### src/rtl/memdep_pkg.sv
// Shared command encoding for the memory dependence tracker.
package memdep_pkg;
    typedef enum logic [3:0] {
        OP_IDLE    = 4'd0,
        OP_INS_LD  = 4'd1,
        OP_INS_ST  = 4'd2,
        OP_INS_FB  = 4'd3,
        OP_INS_WB  = 4'd4,
        OP_REGS    = 4'd5,
        OP_DONE    = 4'd6,
        OP_RESCHED = 4'd7,
        OP_REPLAY  = 4'd8,
        OP_SQUASH  = 4'd9
    } mdu_op_e;
endpackage

### src/rtl/memdep_cam.sv
// Associative lookup: finds the lowest live slot whose key equals the probe.
// Assumes live keys are unique; a duplicate resolves to the lowest index.
module memdep_cam #(
    parameter int N = 8,
    parameter int W = 8,
    localparam int IW = (N > 1) ? $clog2(N) : 1
) (
    input  logic [N*W-1:0] keys_flat,
    input  logic [N-1:0]   live,
    input  logic [W-1:0]   probe,
    output logic           hit,
    output logic [IW-1:0]  idx
);
    // Priority scan from the highest slot down so the lowest match wins.
    always_comb begin
        hit = 1'b0;
        idx = '0;
        for (int i = N - 1; i >= 0; i--) begin
            if (live[i] && keys_flat[i*W +: W] == probe) begin
                hit = 1'b1;
                idx = IW'(i);
            end
        end
    end
endmodule

### src/rtl/memdep_free_find.sv
// Returns the lowest unused table slot and whether any slot is free.
module memdep_free_find #(
    parameter int N = 8,
    localparam int IW = (N > 1) ? $clog2(N) : 1
) (
    input  logic [N-1:0]  used,
    output logic          any_free,
    output logic [IW-1:0] idx
);
    // Downward scan so the lowest free index is kept.
    always_comb begin
        any_free = 1'b0;
        idx      = '0;
        for (int i = N - 1; i >= 0; i--) begin
            if (!used[i]) begin
                any_free = 1'b1;
                idx      = IW'(i);
            end
        end
    end
endmodule

### src/rtl/memdep_oldest_pick.sv
// Selects, among requesting slots, the one with the smallest key.
// Assumes sequence numbers do not wrap while entries are live.
module memdep_oldest_pick #(
    parameter int N = 8,
    parameter int W = 8,
    localparam int IW = (N > 1) ? $clog2(N) : 1
) (
    input  logic [N-1:0]   req,
    input  logic [N*W-1:0] keys_flat,
    output logic           found,
    output logic [IW-1:0]  idx
);
    logic [W-1:0] best;

    // Linear minimum search over the requesting slots.
    always_comb begin
        found = 1'b0;
        idx   = '0;
        best  = '1;
        for (int i = 0; i < N; i++) begin
            if (req[i] && (!found || keys_flat[i*W +: W] < best)) begin
                found = 1'b1;
                idx   = IW'(i);
                best  = keys_flat[i*W +: W];
            end
        end
    end
endmodule

### src/rtl/memdep_barrier_regs.sv
// Holds the load-side and store-side barrier flags with the number of the
// barrier that last set each. A full barrier sets both, a write barrier only
// the store side. Completion clears a side only when the numbers match.
module memdep_barrier_regs #(
    parameter int W = 8
) (
    input  logic         clk,
    input  logic         rst_n,
    input  logic         set_full,
    input  logic         set_write,
    input  logic [W-1:0] set_seq,
    input  logic         done_en,
    input  logic [W-1:0] done_seq,
    output logic         ld_on,
    output logic [W-1:0] ld_seq,
    output logic         st_on,
    output logic [W-1:0] st_seq
);
    // Load-side flag: set by full barriers, cleared by the matching completion.
    always_ff @(posedge clk) begin
        if (!rst_n) begin
            ld_on  <= 1'b0;
            ld_seq <= '0;
        end else if (set_full) begin
            ld_on  <= 1'b1;
            ld_seq <= set_seq;
        end else if (done_en && ld_seq == done_seq) begin
            ld_on  <= 1'b0;
        end
    end

    // Store-side flag: set by either barrier kind, cleared on matching completion.
    always_ff @(posedge clk) begin
        if (!rst_n) begin
            st_on  <= 1'b0;
            st_seq <= '0;
        end else if (set_full || set_write) begin
            st_on  <= 1'b1;
            st_seq <= set_seq;
        end else if (done_en && st_seq == done_seq) begin
            st_on  <= 1'b0;
        end
    end
endmodule

### src/rtl/memdep_tracker.sv
// Memory dependence tracker. Keeps a table of in-flight loads, stores and
// barriers. Each entry records register readiness, memory readiness, a
// back-pointer to the producer it waits on, the count of dependents linked
// to it, a replay-list bit and a pending-output bit. Ready entries leave
// lowest sequence number first through a valid/ready output.
// Assumes: one command per cycle, unique live sequence numbers, 0 unused as a
// real number, no wrap while entries are live.
module memdep_tracker #(
    parameter int ENTRIES  = 8,
    parameter int SEQ_W    = 8,
    parameter int TID_W    = 1,
    parameter int MAX_DEPS = 4
) (
    input  logic             clk,
    input  logic             rst_n,
    input  logic             cmd_valid,
    output logic             cmd_ready,
    input  logic [3:0]       cmd_op,
    input  logic [SEQ_W-1:0] cmd_seq,
    input  logic [TID_W-1:0] cmd_tid,
    input  logic             cmd_regs_rdy,
    input  logic [SEQ_W-1:0] pred_seq,
    output logic             out_valid,
    output logic [SEQ_W-1:0] out_seq,
    input  logic             out_ready
);
    import memdep_pkg::*;

    localparam int IW = (ENTRIES > 1) ? $clog2(ENTRIES) : 1;
    localparam int DW = $clog2(MAX_DEPS + 1);

    // Per-entry state.
    logic [ENTRIES-1:0] valid_vec, regs_vec, mrdy_vec, wait_vec, rep_vec, pend_vec;
    logic [SEQ_W-1:0]   e_seq  [ENTRIES];
    logic [TID_W-1:0]   e_tid  [ENTRIES];
    logic [IW-1:0]      e_prod [ENTRIES];
    logic [DW-1:0]      e_ndep [ENTRIES];

    logic [ENTRIES*SEQ_W-1:0] seq_flat;
    logic [ENTRIES*TID_W-1:0] tid_flat;

    for (genvar g = 0; g < ENTRIES; g++) begin : g_flat
        assign seq_flat[g*SEQ_W +: SEQ_W] = e_seq[g];
        assign tid_flat[g*TID_W +: TID_W] = e_tid[g];
    end

    mdu_op_e op;
    logic    is_ld, is_st, is_mem_ins, is_bar_ins, is_ins;
    logic    ld_on, st_on;
    logic [SEQ_W-1:0] ld_seq, st_seq, prod_seq;
    logic    p_hit, c_hit, any_free, has_dep, dep_full, fire;
    logic [IW-1:0] p_idx, c_idx, f_idx, o_idx;
    logic    out_fire;

    // Command decode.
    always_comb begin
        op         = mdu_op_e'(cmd_op);
        is_ld      = (op == OP_INS_LD);
        is_st      = (op == OP_INS_ST);
        is_mem_ins = is_ld || is_st;
        is_bar_ins = (op == OP_INS_FB) || (op == OP_INS_WB);
        is_ins     = is_mem_ins || is_bar_ins;
    end

    // Producer choice: active matching barrier overrides the predictor.
    always_comb begin
        if (is_ld && ld_on)      prod_seq = ld_seq;
        else if (is_st && st_on) prod_seq = st_seq;
        else                     prod_seq = pred_seq;
    end

    memdep_cam #(.N(ENTRIES), .W(SEQ_W)) u_prod_cam (
        .keys_flat(seq_flat), .live(valid_vec), .probe(prod_seq),
        .hit(p_hit), .idx(p_idx)
    );

    memdep_cam #(.N(ENTRIES), .W(SEQ_W)) u_cmd_cam (
        .keys_flat(seq_flat), .live(valid_vec), .probe(cmd_seq),
        .hit(c_hit), .idx(c_idx)
    );

    memdep_free_find #(.N(ENTRIES)) u_free (
        .used(valid_vec), .any_free(any_free), .idx(f_idx)
    );

    memdep_oldest_pick #(.N(ENTRIES), .W(SEQ_W)) u_pick (
        .req(valid_vec & pend_vec), .keys_flat(seq_flat),
        .found(out_valid), .idx(o_idx)
    );

    // Acceptance: inserts need a free slot and room in the producer's list.
    always_comb begin
        has_dep   = is_mem_ins && (prod_seq != '0) && p_hit;
        dep_full  = has_dep && (e_ndep[p_idx] == DW'(MAX_DEPS));
        cmd_ready = !(is_ins && (!any_free || dep_full));
        fire      = cmd_valid && cmd_ready;
        out_seq   = e_seq[o_idx];
        out_fire  = out_valid && out_ready;
    end

    memdep_barrier_regs #(.W(SEQ_W)) u_bar (
        .clk(clk), .rst_n(rst_n),
        .set_full(fire && op == OP_INS_FB),
        .set_write(fire && op == OP_INS_WB),
        .set_seq(cmd_seq),
        .done_en(fire && op == OP_DONE && c_hit),
        .done_seq(cmd_seq),
        .ld_on(ld_on), .ld_seq(ld_seq), .st_on(st_on), .st_seq(st_seq)
    );

    // Table update: output handshake first, then the accepted command.
    always_ff @(posedge clk) begin
        if (!rst_n) begin
            valid_vec <= '0;
            regs_vec  <= '0;
            mrdy_vec  <= '0;
            wait_vec  <= '0;
            rep_vec   <= '0;
            pend_vec  <= '0;
            for (int i = 0; i < ENTRIES; i++) begin
                e_seq[i]  <= '0;
                e_tid[i]  <= '0;
                e_prod[i] <= '0;
                e_ndep[i] <= '0;
            end
        end else begin
            if (out_fire) pend_vec[o_idx] <= 1'b0;
            if (fire) begin
                case (op)
                    OP_INS_LD, OP_INS_ST: begin
                        valid_vec[f_idx] <= 1'b1;
                        e_seq[f_idx]     <= cmd_seq;
                        e_tid[f_idx]     <= cmd_tid;
                        e_ndep[f_idx]    <= '0;
                        rep_vec[f_idx]   <= 1'b0;
                        regs_vec[f_idx]  <= cmd_regs_rdy;
                        if (has_dep) begin
                            wait_vec[f_idx] <= 1'b1;
                            e_prod[f_idx]   <= p_idx;
                            mrdy_vec[f_idx] <= 1'b0;
                            pend_vec[f_idx] <= 1'b0;
                            e_ndep[p_idx]   <= e_ndep[p_idx] + DW'(1);
                        end else begin
                            wait_vec[f_idx] <= 1'b0;
                            mrdy_vec[f_idx] <= 1'b1;
                            pend_vec[f_idx] <= cmd_regs_rdy;
                        end
                    end
                    OP_INS_FB, OP_INS_WB: begin
                        valid_vec[f_idx] <= 1'b1;
                        e_seq[f_idx]     <= cmd_seq;
                        e_tid[f_idx]     <= cmd_tid;
                        e_ndep[f_idx]    <= '0;
                        regs_vec[f_idx]  <= 1'b0;
                        mrdy_vec[f_idx]  <= 1'b0;
                        wait_vec[f_idx]  <= 1'b0;
                        rep_vec[f_idx]   <= 1'b0;
                        pend_vec[f_idx]  <= 1'b0;
                    end
                    OP_REGS: begin
                        if (c_hit) begin
                            regs_vec[c_idx] <= 1'b1;
                            if (mrdy_vec[c_idx]) pend_vec[c_idx] <= 1'b1;
                        end
                    end
                    OP_DONE: begin
                        if (c_hit) begin
                            valid_vec[c_idx] <= 1'b0;
                            pend_vec[c_idx]  <= 1'b0;
                            rep_vec[c_idx]   <= 1'b0;
                            wait_vec[c_idx]  <= 1'b0;
                            e_ndep[c_idx]    <= '0;
                            for (int i = 0; i < ENTRIES; i++) begin
                                if (valid_vec[i] && wait_vec[i] && e_prod[i] == c_idx) begin
                                    wait_vec[i] <= 1'b0;
                                    mrdy_vec[i] <= 1'b1;
                                    if (regs_vec[i]) pend_vec[i] <= 1'b1;
                                end
                            end
                        end
                    end
                    OP_RESCHED: begin
                        if (c_hit) rep_vec[c_idx] <= 1'b1;
                    end
                    OP_REPLAY: begin
                        for (int i = 0; i < ENTRIES; i++) begin
                            if (valid_vec[i] && rep_vec[i]) begin
                                pend_vec[i] <= 1'b1;
                                rep_vec[i]  <= 1'b0;
                            end
                        end
                    end
                    OP_SQUASH: begin
                        for (int i = 0; i < ENTRIES; i++) begin
                            if (valid_vec[i] && tid_flat[i*TID_W +: TID_W] == cmd_tid
                                && e_seq[i] > cmd_seq) begin
                                valid_vec[i] <= 1'b0;
                                pend_vec[i]  <= 1'b0;
                                rep_vec[i]   <= 1'b0;
                                wait_vec[i]  <= 1'b0;
                            end
                        end
                    end
                    default: ;
                endcase
            end
        end
    end
endmodule

### config.mk
export PLATFORM = sky130hd
export DESIGN_NAME = memdep_tracker
export DESIGN_NICKNAME = d
export VERILOG_FILES = /design/src/rtl/memdep_pkg.sv /design/src/rtl/memdep_cam.sv /design/src/rtl/memdep_free_find.sv /design/src/rtl/memdep_oldest_pick.sv /design/src/rtl/memdep_barrier_regs.sv /design/src/rtl/memdep_tracker.sv
export SDC_FILE = /design/constraint.sdc
export NUM_CORES = 1
export LEC_CHECK = 0
export BUFFER_PORTS_ARGS = -buffer_cell sky130_fd_sc_hd__buf_2
export CORE_UTILIZATION = 55
export CTS_CLUSTER_SIZE = 25
export DETAILED_ROUTE_END_ITERATION = 7
export PLACE_DENSITY = 0.72
export SETUP_SLACK_MARGIN = 0.1
export SLEW_MARGIN = 40
export SYNTH_ARGS = -nofsm -noshare
export SYNTH_HDL_FRONTEND = slang
export SYNTH_HIERARCHICAL = 1
export SYNTH_SLANG_ARGS = --single-unit
### constraint.sdc
create_clock -name clk -period 17.4 [get_ports clk]
set_input_delay 3.48 -clock clk [delete_from_list [all_inputs] [get_ports clk]]
set_output_delay 3.48 -clock clk [all_outputs]
set_load 0.02 [all_outputs]
==> flow_metrics.py <==
metrics = {
    "outcome": {
        "run_status": "completed",
    },
    "synth": {
        "synth.most_common_cell": "nor2_1",
        "synth.cells.most_frequent": "nor2_1, nand2_1, edfxtp_1",
        "syn-instance-count": 1983,
        "synth-edff-count": 112,
        "avgSynthCellArea_um2": 8.58,
        "post_synth_main_area_contributors": "edfxtp_1, dfxtp_1, ha_1",
        "yosysSeqAreaShare_pct": 28.5,
        "ys_types": 102,
        "yosysTopAreaCell": "edfxtp_1",
        "ys_dominant_reg_cell": "edfxtp_1",
        "syn_area_mm2": 0.0170,
        "synth_fp_nets": 2114,
        "yosysTopAreaCellShare_pct": 19.8,
        "ys_ff_latch": 186,
        "yosys_warnings": 6,
        "async_flop_share_pct": 0,
    },
    "sta": {
        "tightest_slew_ns": 0.961,
        "setup_tns_ns": 0,
        "post-route-min-period_ns": 16.91,
        "period_share_pct": 97.2,
        "skew_ns": 0.00726,
        "slew_headroom_pct": 35.7,
        "fin_ws_ns": 0.491,
        "clock.fmax_mhz": 59.1,
        "grt_setup_unrepaired": "true",
        "drv_slew": 0,
        "report.final.setup_viol": 0,
        "hold_violations": 0,
    },
    "pwr": {
        "p_sw_share_pct": 30.5,
        "p_sw_w": 0.000333,
        "share_clk_of_total_power_pct": 37.2,
        "total_power_w": 0.00109,
        "power_frac_seq_pct": 45.9,
        "leakagePower_nw": 7.34,
        "power.ir.vdd_worst_v": 0.0000698,
        "combPwrFrac_pct": 16.9,
        "p_int_w": 0.000759,
        "powerDensity_mw_per_mm2": 57.1,
    },
    "placed_design": {
        "hpwlAfterDp_um": 45400,
        "place_inst": 2366,
        "numPortBuffers": 35,
        "place.gp.congestion": 0.978,
        "pre_cts_slack_ns": -0.306,
    },
    "worst_hold_path": {
        "hold_class": "reg2reg",
    },
    "setup_path": {
        "start_kind": "register",
        "end_kind": "output pin",
        "crit_fanout": 6,
        "cp_common_cell": "ha_1",
        "crit_arrival_ns": 13.43,
        "critPathSlowestCell": "o31a_1",
        "cpPeakStageDelay_ns": 0.37,
        "worstPathRequired_ns": 13.92,
        "crit_type": "reg2out",
    },
    "routing": {
        "wl_per_cell_um": 27.3,
        "vias": 17594,
        "firstDrtPassIters": 7,
        "wirelength_um": 66500,
        "drc_errors": 0,
        "drt_iter0_drc": 2535,
        "vias_per_cell": 7.22,
        "drtAntennaViolNets": 0,
    },
    "final_layout": {
        "finalNonFillerCells": 2438,
        "syn_to_final_growth_pct": 12.4,
        "fin_nets": 2160,
        "diodes": 0,
        "layout-drive-gt1-share_pct": 17.6,
    },
    "die": {
        "pin_count": 36,
        "core_area_mm2": 0.0305,
        "die_width_um": 178,
        "die_y_um": 178,
        "num_rows": 64,
        "dieArea_mm2": 0.0317,
        "start_util_pct": 55.8,
    },
    "clock_network": {
        "cts_hold_buf": 0,
        "clock-sinks": 186,
        "clk_path_buf_depth": 2,
        "worstSkewPairLatency_ns": 0.46,
        "cts-root-buf": "clkbuf_16",
        "htreeDepth": 4,
        "cts_tree": "built",
        "clk_pin_slew_worst_paths_ns": 0.07,
        "cts_buffers": 17,
    },
    "global_routing": {
        "grt_pass1_wl_um": 97500,
        "overflow": 0,
        "grt_pass1_vias": 16345,
        "grt.total_usage_pct": 41.5,
        "antenna_found_initial": 1,
        "grt_max_degree": 65,
    },
    "flow_run": {
        "drv_cap": 0,
    },
}
-- placed cells by master (no fill, tap or decap), types with 36 or more instances in the layout --
| cell | n |
|---|---|
| ha_1 | 97 |
| buf_4 | 103 |
| inv_1 | 62 |
| a21oi_1 | 68 |
| xnor2_1 | 79 |
| nor2_1 | 141 |
| xor2_1 | 100 |
| o21ai_0 | 83 |
| nand3_1 | 65 |
| nor3_1 | 100 |
| buf_2 | 36 |
| nand2_1 | 142 |
| dfxtp_1 | 72 |
| edfxtp_1 | 112 |
-- worst paths after layout --
path	start	endpoint	slack, ns	cells after the start
worst max-delay path	pend_vec[0]$_SDFF_PN0_	out_seq[6]	0.49	68
worst min-delay path	e_tid[1]$_DFF_P_	e_tid[1]$_DFF_P_	0.47	2
worst max register to register	pend_vec[0]$_SDFF_PN0_	pend_vec[0]$_SDFF_PN0_	3.38	69
worst min register to register	e_tid[1]$_DFF_P_	e_tid[1]$_DFF_P_	0.47	2
-- through the flow --
stage	utilization (%)	hold WS, ns	cell area, µm²
6_report	62.7	0.475	19100
5_1_grt	62.7	0.490	19100
4_1_cts	60.9	0.475	18600
3_5_place_dp	58.3	0.465	17800
3_3_place_gp	58.0	0.455	17700
2_1_floorplan	-	0.447	17000
-- power groups by stage --
stage	Clock [W]	Sequential [W]	Combinational [W]
after CTS	0.000404	0.000499	0.000176
final	0.000406	0.000501	0.000184
after detailed placement	0	0.000509	0.000175
after global routing	0.000421	0.000502	0.000195
after floorplan	0	0.000502	0.000120
after global placement	0	0.000509	0.000168
-- layer usage --
layer,track usage [%],part of all wire (%),vias up
met4,30.1,7.8,2
met1,51.7,38,8385
li1,-,-,7571
met3,8.35,10,351
met5,0,0.020,-
met2,63.6,44,1285
-- final cells by class --
type                    instances  area, µm²
inverters                      76        288
well taps                     396        495
repair buffers                150       1120
clock buffers                  17        425
multi-input cells            1598      11800
clock inverters                15        163
fillers                      2630      11400
flip-flops and latches        186       4850
-- what timing repair did --
action,in CTS,in global routing
buffers inserted,17,19
resized for setup,24,84
pin swaps,3,28
gates cloned,0,4
setup endpoints to repair,8,8
-- critical path: cells and delay by family (launching register included) --
family                     cells  cell delay (ns)
DFF                            1             0.34
AOI/OAI and AO/OA             32             5.83
buffers and inverters         11             1.37
adders and majority gates      7             1.97
muxes                          4             1.11
and+or+nand+nor               14             2.28
-- cell families (layout without fill, tap and decap cells) --
family                     count (synthesis)  after routing  share of synthesized area (%)
and+or+nand+nor                          720            720                           22.2
muxes                                     63             63                           4.75
buffers and inverters                    200            258                           5.34
AOI/OAI and AO/OA                        527            528                           22.2
adders and majority gates                108            108                           7.90
xor gates and xnor gates                 179            179                           9.21
DFF                                      186            186                           28.5
(Power assumes the default switching activity.)
